`src/rtl/hb_pkg.sv`:
```
package hb_pkg;

  typedef struct packed {
    logic pwm;
    logic en;
    logic sync_mode;
    logic supply_ok;
    logic ovp;
    logic otp;
    logic phase_low;
  } hb_flags_t;

  localparam int HB_FLAG_W = $bits(hb_flags_t);

  // Override ladder, highest priority first
  typedef enum logic [2:0] {
    MODE_OFF,
    MODE_OTP,
    MODE_OVP,
    MODE_ASYNC,
    MODE_SYNC
  } hb_mode_e;

endpackage

```
`src/rtl/hb_sync_bank.sv`:
```
module hb_sync_bank #(
  parameter int W      = 1,
  parameter int STAGES = 2
) (
  input  logic         clk,
  input  logic         rst,
  input  logic [W-1:0] d,
  output logic [W-1:0] q
);

  generate
    if (STAGES <= 1) begin : g_single
      logic [W-1:0] stg;
      always_ff @(posedge clk) begin
        if (rst) stg <= '0;
        else     stg <= d;
      end
      assign q = stg;
    end else begin : g_chain
      logic [STAGES-1:0][W-1:0] stg;
      always_ff @(posedge clk) begin
        if (rst) stg <= '0;
        else     stg <= {stg[STAGES-2:0], d};
      end
      assign q = stg[STAGES-1];
    end
  endgenerate

endmodule

```
`src/rtl/hb_dt_timer.sv`:
```
module hb_dt_timer #(
  parameter int BASE_DT_CYC = 1,
  parameter int DT_EXT_W    = 6
) (
  input  logic                clk,
  input  logic                rst,
  input  logic                bot_on,
  input  logic                restart,
  input  logic [DT_EXT_W-1:0] ext,
  output logic                done
);

  localparam int MAX_DT = BASE_DT_CYC + (1 << DT_EXT_W) - 1;
  localparam int CNT_W  = $clog2(MAX_DT + 2);
  localparam logic [CNT_W-1:0] CNT_SAT = '1;
  localparam logic [CNT_W-1:0] BASE_V  = CNT_W'(BASE_DT_CYC);

  logic [CNT_W-1:0] cnt;
  logic [CNT_W-1:0] limit;

  assign limit = BASE_V + CNT_W'(ext);
  assign done  = (cnt >= limit);

  // Counts cycles with the bottom switch off; saturates so done holds
  always_ff @(posedge clk) begin
    if (rst)                   cnt <= '0;
    else if (bot_on)           cnt <= '0;
    else if (restart && !done) cnt <= '0;
    else if (cnt != CNT_SAT)   cnt <= cnt + CNT_W'(1);
  end

endmodule

```
`src/rtl/hb_gate_core.sv`:
```
module hb_gate_core
  import hb_pkg::*;
#(
  parameter int BASE_DT_CYC = 1,
  parameter int DT_EXT_W    = 6
) (
  input  logic                clk,
  input  logic                rst,
  input  hb_flags_t           f,
  input  logic [DT_EXT_W-1:0] dt_ext,
  output logic                top_o,
  output logic                bot_o,
  output logic                pr_o,
  output logic                dup_o
);

  hb_mode_e mode;
  logic     pwm_d;
  logic     pwm_edge;
  logic     dt_done;
  logic     top_q, bot_q, pr_q, dup_q;
  logic     top_n, bot_n;

  always_comb begin
    if (!(f.en && f.supply_ok)) mode = MODE_OFF;
    else if (f.otp)             mode = MODE_OTP;
    else if (f.ovp)             mode = MODE_OVP;
    else if (!f.sync_mode)      mode = MODE_ASYNC;
    else                        mode = MODE_SYNC;
  end

  assign pwm_edge = f.pwm ^ pwm_d;

  hb_dt_timer #(
    .BASE_DT_CYC (BASE_DT_CYC),
    .DT_EXT_W    (DT_EXT_W)
  ) u_tmr (
    .clk     (clk),
    .rst     (rst),
    .bot_on  (bot_q),
    .restart (pwm_edge),
    .ext     (dt_ext),
    .done    (dt_done)
  );

  always_comb begin
    top_n = 1'b0;
    bot_n = 1'b0;
    unique case (mode)
      MODE_OFF, MODE_OTP: begin
        top_n = 1'b0;
        bot_n = 1'b0;
      end
      MODE_OVP: begin
        top_n = 1'b0;
        bot_n = 1'b1;
      end
      MODE_ASYNC: begin
        top_n = f.pwm && !bot_q && dt_done;
        bot_n = 1'b0;
      end
      MODE_SYNC: begin
        top_n = f.pwm && !bot_q && dt_done;
        bot_n = !f.pwm && !top_q && (bot_q || f.phase_low);
      end
      default: begin
        top_n = 1'b0;
        bot_n = 1'b0;
      end
    endcase
  end

  always_ff @(posedge clk) begin
    if (rst) begin
      top_q <= 1'b0;
      bot_q <= 1'b0;
      pr_q  <= 1'b0;
      dup_q <= 1'b0;
      pwm_d <= 1'b0;
    end else begin
      top_q <= top_n;
      bot_q <= bot_n;
      pr_q  <= (mode != MODE_OFF);
      dup_q <= bot_n && f.sync_mode;
      pwm_d <= f.pwm;
    end
  end

  assign top_o = top_q;
  assign bot_o = bot_q;
  assign pr_o  = pr_q;
  assign dup_o = dup_q;

  AST_NO_OVERLAP: assert property (@(posedge clk) disable iff (rst)
    !(top_q && bot_q));

  AST_BOT_AFTER_TOP: assert property (@(posedge clk) disable iff (rst)
    ($rose(bot_q) && $past(mode == MODE_SYNC)) |-> !$past(top_q));

  AST_TOP_AFTER_BOT: assert property (@(posedge clk) disable iff (rst)
    $rose(top_q) |-> (!$past(bot_q) && !bot_q));

  AST_DUP_MIRROR: assert property (@(posedge clk) disable iff (rst)
    f.sync_mode |=> (dup_q == bot_q));

  AST_STANDBY_OFF: assert property (@(posedge clk) disable iff (rst)
    !(f.en && f.supply_ok) |=> (!top_q && !bot_q && !pr_q));

  AST_OTP_OFF: assert property (@(posedge clk) disable iff (rst)
    (f.en && f.supply_ok && f.otp) |=> (!top_q && !bot_q));

  AST_OVP_DISCHARGE: assert property (@(posedge clk) disable iff (rst)
    (f.en && f.supply_ok && !f.otp && f.ovp) |=> (!top_q && bot_q));

endmodule

```
`src/rtl/hb_deadtime_ctrl.sv`:
```
module hb_deadtime_ctrl
  import hb_pkg::*;
#(
  parameter int SYNC_STAGES = 2,
  parameter int BASE_DT_CYC = 1,
  parameter int DT_EXT_W    = 6
) (
  input  logic                clk,
  input  logic                rst,
  input  logic                pwm_in,
  input  logic                en_in,
  input  logic                sync_mode_in,
  input  logic                supply_ok_in,
  input  logic                ovp_in,
  input  logic                otp_in,
  input  logic                phase_low_in,
  input  logic [DT_EXT_W-1:0] dt_ext_in,
  output logic                top_gate_o,
  output logic                bot_gate_o,
  output logic                pwr_rdy_o,
  output logic                bot_dup_o
);

  hb_flags_t            raw_flags;
  hb_flags_t            syn_flags;
  logic [HB_FLAG_W-1:0] syn_vec;

  always_comb begin
    raw_flags.pwm       = pwm_in;
    raw_flags.en        = en_in;
    raw_flags.sync_mode = sync_mode_in;
    raw_flags.supply_ok = supply_ok_in;
    raw_flags.ovp       = ovp_in;
    raw_flags.otp       = otp_in;
    raw_flags.phase_low = phase_low_in;
  end

  hb_sync_bank #(
    .W      (HB_FLAG_W),
    .STAGES (SYNC_STAGES)
  ) u_sync (
    .clk (clk),
    .rst (rst),
    .d   (raw_flags),
    .q   (syn_vec)
  );

  assign syn_flags = hb_flags_t'(syn_vec);

  hb_gate_core #(
    .BASE_DT_CYC (BASE_DT_CYC),
    .DT_EXT_W    (DT_EXT_W)
  ) u_core (
    .clk    (clk),
    .rst    (rst),
    .f      (syn_flags),
    .dt_ext (dt_ext_in),
    .top_o  (top_gate_o),
    .bot_o  (bot_gate_o),
    .pr_o   (pwr_rdy_o),
    .dup_o  (bot_dup_o)
  );

endmodule

```
`config.mk`:
```
export PLATFORM = sky130hd
export DESIGN_NAME = hb_deadtime_ctrl
export DESIGN_NICKNAME = d
export VERILOG_FILES = /design/src/rtl/hb_pkg.sv /design/src/rtl/hb_sync_bank.sv /design/src/rtl/hb_dt_timer.sv /design/src/rtl/hb_gate_core.sv /design/src/rtl/hb_deadtime_ctrl.sv
export SDC_FILE = /design/constraint.sdc
export NUM_CORES = 1
export LEC_CHECK = 0
export BUFFER_PORTS_ARGS = -buffer_cell sky130_fd_sc_hd__buf_2
export CAP_MARGIN = 20
export CELL_PAD_IN_SITES_DETAIL_PLACEMENT = 1
export CELL_PAD_IN_SITES_GLOBAL_PLACEMENT = 2
export CORE_MARGIN = 8
export CORE_UTILIZATION = 35
export CTS_BUF_LIST = sky130_fd_sc_hd__clkbuf_16
export DETAILED_ROUTE_END_ITERATION = 10
export PLACE_DENSITY_LB_ADDON = 0.1
export SYNTH_ARGS = -nofsm -noshare
export SYNTH_HDL_FRONTEND = slang
export SYNTH_SLANG_ARGS = --single-unit
```
`constraint.sdc`:
```
create_clock -name clk -period 2.77 [get_ports clk]
set_input_delay 0.277 -clock clk [delete_from_list [all_inputs] [get_ports clk]]
set_output_delay 0.277 -clock clk [all_outputs]
set_load 0.01 [all_outputs]
```
# After elaboration in Yosys (flattened, before gate mapping)
# Cells that the tools add are included.
dict set report word_totals {
  ff_bits 26
  out_inout_bits 4
  word_cells 38
}
dict set report classes {
  add_sub_neg 2
  n_lt_le_gt_ge 1
  n_eq_ne 4
  muxes 5
  bitwise 2
  reduce_logical 16
}
# operator n
set ops {}
lappend ops {{2-to-1 mux 3 bit} 4}
lappend ops {{adder 1 x 6 -> 7 bit (first input constant)} 1}
lappend ops {{adder 7 x 1 -> 7 bit (second input constant)} 1}
lappend ops {{>= comparator 7 bit} 1}
lappend ops {{logical AND 1 bit} 7}
lappend ops {{inequality test 7 bit (second input constant)} 1}
lappend ops {{== test 3 x 2 -> 1 bit (second input constant)} 2}
lappend ops {{zero test 1 bit} 4}
lappend ops {{OR reduction 2 bit} 2}
lappend ops {{== test 3 bit (second input constant)} 1}
lappend ops {{nonzero test 3 bit} 1}
lappend ops {{OR reduction 3 bit} 1}
lappend ops {{one-hot mux 1 bit (2 select lines)} 1}
lappend ops {{logical OR 1 bit} 1}
lappend ops {{NOT 1 bit} 1}
lappend ops {{bitwise XOR 1 bit} 1}

# Longest topological paths before layout
dict set report logic_depth {
  ltp_word 8
  ltp_mapped 8
}

# Modules after synthesis
# Synthesis repeated with hierarchy kept, for this count alone.
dict set report unflattened {
  cells_unflattened 121
  hier_area_um2 1224.9
}
# module instances cells_each area_each_um2 seq_area_each_um2
set modules_own_cells {}
lappend modules_own_cells {hb_dt_timer 1 67 568.0 140.1}
lappend modules_own_cells {hb_sync_bank 1 36 460.4 280.3}
lappend modules_own_cells {hb_gate_core 1 18 196.4 100.1}

# Least setup slack after synthesis
# OpenSTA, ideal clock, no wires.
dict set report synth_timing {
  path_kind {in2reg}
  startpoint {input port dt_ext_in[0]}
  endpoint {register u_core.u_tmr.cnt[0]}
  setup_time_ps 136
  arrival_time_ps 1747
  required_ps 2634
  setup_slack_ps 887
  cell_stages 8
  path_buffers 0
  path_cell_list {ha_1 nand3_1 or2_2 ha_1 a21oi_1 o21ai_0 a211oi_2 nor4_1}
}
dict set report synth_between {
  elab_chain_len 5
}
# item line
set synth_rtl {}
lappend synth_rtl {{from (decl)} hb_deadtime_ctrl.sv:17} ;# input logic [DT_EXT_W-1:0] dt_ext_in,
lappend synth_rtl {{adder 1 x 6 -> 7 bit} hb_dt_timer.sv:21} ;# assign limit = BASE_V + CNT_W'(ext);
lappend synth_rtl {{>= comparator 7 bit} hb_dt_timer.sv:22} ;# assign done = (cnt >= limit);
lappend synth_rtl {{zero test 1 bit} hb_dt_timer.sv:28} ;# else if (restart && !done) cnt <= '0;
lappend synth_rtl {{logical AND 1 bit} hb_dt_timer.sv:28}
lappend synth_rtl {{OR reduction 3 bit (no line)} --}
lappend synth_rtl {{to (signal assigned)} hb_dt_timer.sv:29} ;# else if (cnt != CNT_SAT) cnt <= cnt + CNT_W'(1);
lappend synth_rtl {{to (decl)} hb_dt_timer.sv:18} ;# logic [CNT_W-1:0] cnt;
# Every way passes these cells.
# A chain may end at the register's enable or synchronous reset.

# Worst setup path in the final report
dict set report layout_timing {
  startpoint {input port dt_ext_in[0]}
  endpoint {register u_core.u_tmr.cnt[6]}
}
# Same word-level chain as after synthesis.

==> flow_summary.ini <==
[synth]
synth.most_common_cell = dfxtp_1
synthArstFlopShare_pct = 0
yosys_warnings = 0
synth_seq_cells = 26
synthesis.nets = 138
synth_edf_count = 0
synthTopCellsByArea = dfxtp_1, ha_1, nor2b_1, nor4_1, nand3_1
synthTopCellsByCount = dfxtp_1, nor2b_1, ha_1, nor4_1
synth_cells = 114
synth_cell_type_count = 24
synth_top_area_share_pct = 47.22
synth_ff_type = dfxtp_1
yosysSeqAreaShare_pct = 47.22
syn_avg_cell_area_sq_um = 9.669
synth_top_area_cell = dfxtp_1
syn_area_sq_um = 1102

[run]
maxCapViolCount = 0

[sta]
timing.final.ws_setup_ps = 794.9
setup_tns_ps = 0
worst_hold_slack_ps = 229.6
rsz0062_at_grt = false
layout_min_cycle_time_ps = 1975
slew-limit-headroom_pct = 64.78
tightest_slew_ps = 527.3
min_period_over_period_pct = 71.30
timing_hold_violations_final = 0
fmax_mhz = 506.3
finalSetupViolCount = 0
skew_ps = 2.462
final_max_slew_viol_count = 0

[detailed_routing]
drt-total-wl_um = 2156
drc = 0
wl_per_cell_um = 12.18
postRouteAntennaNets = 0
vias = 830
drt-initial-drc-count = 51
vias_per_cell = 4.689
first_pass_iters = 2

[clocking]
cts-root-buf = clkbuf_16
clk_latency_ps = 250
cts-htree-levels = 1
ctsResizeCount = 0
cts_tree = done
clk_pin_slew_worst_paths_ps = 60
clockBufferDepth = 2
clock_sinks = 26
cts_setup_buffers = 0
cts_buffers = 3
hold_buffers = 0

[placement]
port_buffers = 18
dp_hpwl_um = 1725
gp_congestion = 0.7556
place_inst = 173
place_ws_ps = 509.4

[hold_path]
hp-class = in2reg
hold-path-endpoint = u_sync.g_chain.stg[3]
min-delay-start = supply_ok_in
hold_depth = 2

[critical_path]
critical_path.max_stage_delay_ps = 450
cp.arrival_ps = 2090
worstSetupPathType = in2reg
critPathCaptureType = flop
slowest_stage = a211oi_2
r2r_setup_slack_ps = 1020
reg2reg_from = u_core.u_tmr.cnt[0]
crit_required_ps = 2890
timing.rr.end = u_core.u_tmr.cnt[6]
crit_chain = buf_2 -> ha_1 -> nand3_1 -> or2_2 -> ha_1 -> a21oi_1 -> o21ai_0 -> a211oi_2 -> nor4_1
startpoint_type = input pin
path_delay_family = compound AO/OA/AOI/OAI gates
cp_num_buf_inv = 1
crit_fanout = 7
crit_path_frequent_cell = ha_1
r2r_cells = 6

[global_route]
grt_pass1_vias = 828
grt_overflow = 0
grt_max_degree = 25
grtUsageTotal_pct = 9.047
antenna_found_initial = 0
grt_pass1_wl_um = 3801

[die]
dieArea_sq_um = 5201
floorplan.initialDensity_pct = 36.40
core_area_sq_um = 3028
pin_count = 19
die_w_um = 72.12
dieHeight_um = 72.12
row_count = 20

[power]
vdd_drop_max_v = 0.0005000
leakage_nw = 0.5344
cellPowerDensity_nw_per_um2 = 584.5

[layout]
drive_gt1_share_pct = 20.30
postLayoutCoreUtil_pct = 43.39
area_delta_synth_final_pct = 19.18
nFillCells = 350
nNetsFinal = 158
antenna_cells = 0
final_cells = 177

[outcome]
outcome = finished, final reports clean
[how the worst max path moves through the flow]
stage / start / end / slack (ps) / cells past startpoint
2_1_floorplan: dt_ext_in[0] / u_core.u_tmr.cnt[0] / 890 / 8
3_3_place_gp: dt_ext_in[0] / u_core.u_tmr.cnt[2] / 620 / 9
3_5_place_dp: dt_ext_in[0] / u_core.u_tmr.cnt[0] / 510 / 9
4_1_cts: dt_ext_in[0] / u_core.u_tmr.cnt[0] / 790 / 9
5_1_grt: dt_ext_in[0] / u_core.u_tmr.cnt[1] / 570 / 9
6_report: dt_ext_in[0] / u_core.u_tmr.cnt[6] / 790 / 9
[worst register-to-register path, cell delays in order (launching register included)]
cell	delay (ps)
dfxtp_1	380
inv_1	90
ha_1	280
nor2b_1	110
o21ai_0	160
a211oi_2	500
nor4_1	100
[placed cells by master, fill, tap and decap left out]
cell type,count
a2111oi_2,1
a211oi_2,1
a21oi_1,4
a31oi_1,2
and2_1,1
and3_2,2
buf_2,18
clkbuf_16,3
clkinv_1,1
dfxtp_1,26
ha_1,9
inv_1,3
mux2i_1,1
nand2_1,7
nand3_1,7
nor2_1,6
nor2b_1,16
nor4_1,8
o211ai_1,1
o21ai_0,5
o31ai_1,1
or2_2,2
or3_1,1
xnor2_1,4
xor2_1,3
[cell type report]
class	instances	area, sq um	share of cell area [%]
timing repair buffer	18	90.09	6.857
sequential	26	520.5	39.62
inverter	3	11.26	0.8571
multi-input combinational	82	558.0	42.48
clock buffer	3	75.07	5.714
tap	44	55.05	4.190
clock inverter	1	3.754	0.2857
[flip-flops by register name, indices dropped and copies added, names as in the netlist]
name                flops
u_sync.q                7
u_core.pr_o             1
u_core.dup_o            1
u_core.pwm_d            1
u_core.top_o            1
u_sync.g_chain.stg      7
u_core.u_tmr.cnt        7
u_core.bot_o            1
[report_power, final]
group	total [W]	internal (W)	switching, W
clock network	0.000308	0.000193	0.000115
logic	0.0000642	0.0000303	0.0000339
registers	0.000396	0.000388	0.00000832
[metal layers]
layer,routed length (um),global-route usage [%],vias to the layer above,part of all wire [%]
li1,-,-,435,-
met1,1094,11.71,382,51
met2,940,13.54,11,44
met3,112,3.719,2,5.2
met4,8,2.041,0,0.37
met5,0,0,-,0
[cell families (layout without fill, tap and decap cells)]
logic type                 after synthesis  in the layout  synth area share, %
and+or+nand+nor                         50             50                24.86
DFF                                     26             26                47.22
AOI/OAI and AO/OA                       15             15                9.080
adders and majority gates                9              9                10.22
xor gates and xnor gates                 7              7                5.562
buffers and inverters                    6             25                2.156
muxes                                    1              1               0.9081
[per-stage QoR]
| step | cell area (sq um) | power [W] |
|---|---|---|
| after floorplan | 1102 | 0.0004451 |
| after global placement | 1235 | 0.0004676 |
| after detailed placement | 1235 | 0.0004708 |
| after CTS | 1314 | 0.0007741 |
| after global routing | 1314 | 0.0008078 |
| final | 1314 | 0.0007679 |
No activity file was read; power rests on OpenSTA's default activity.
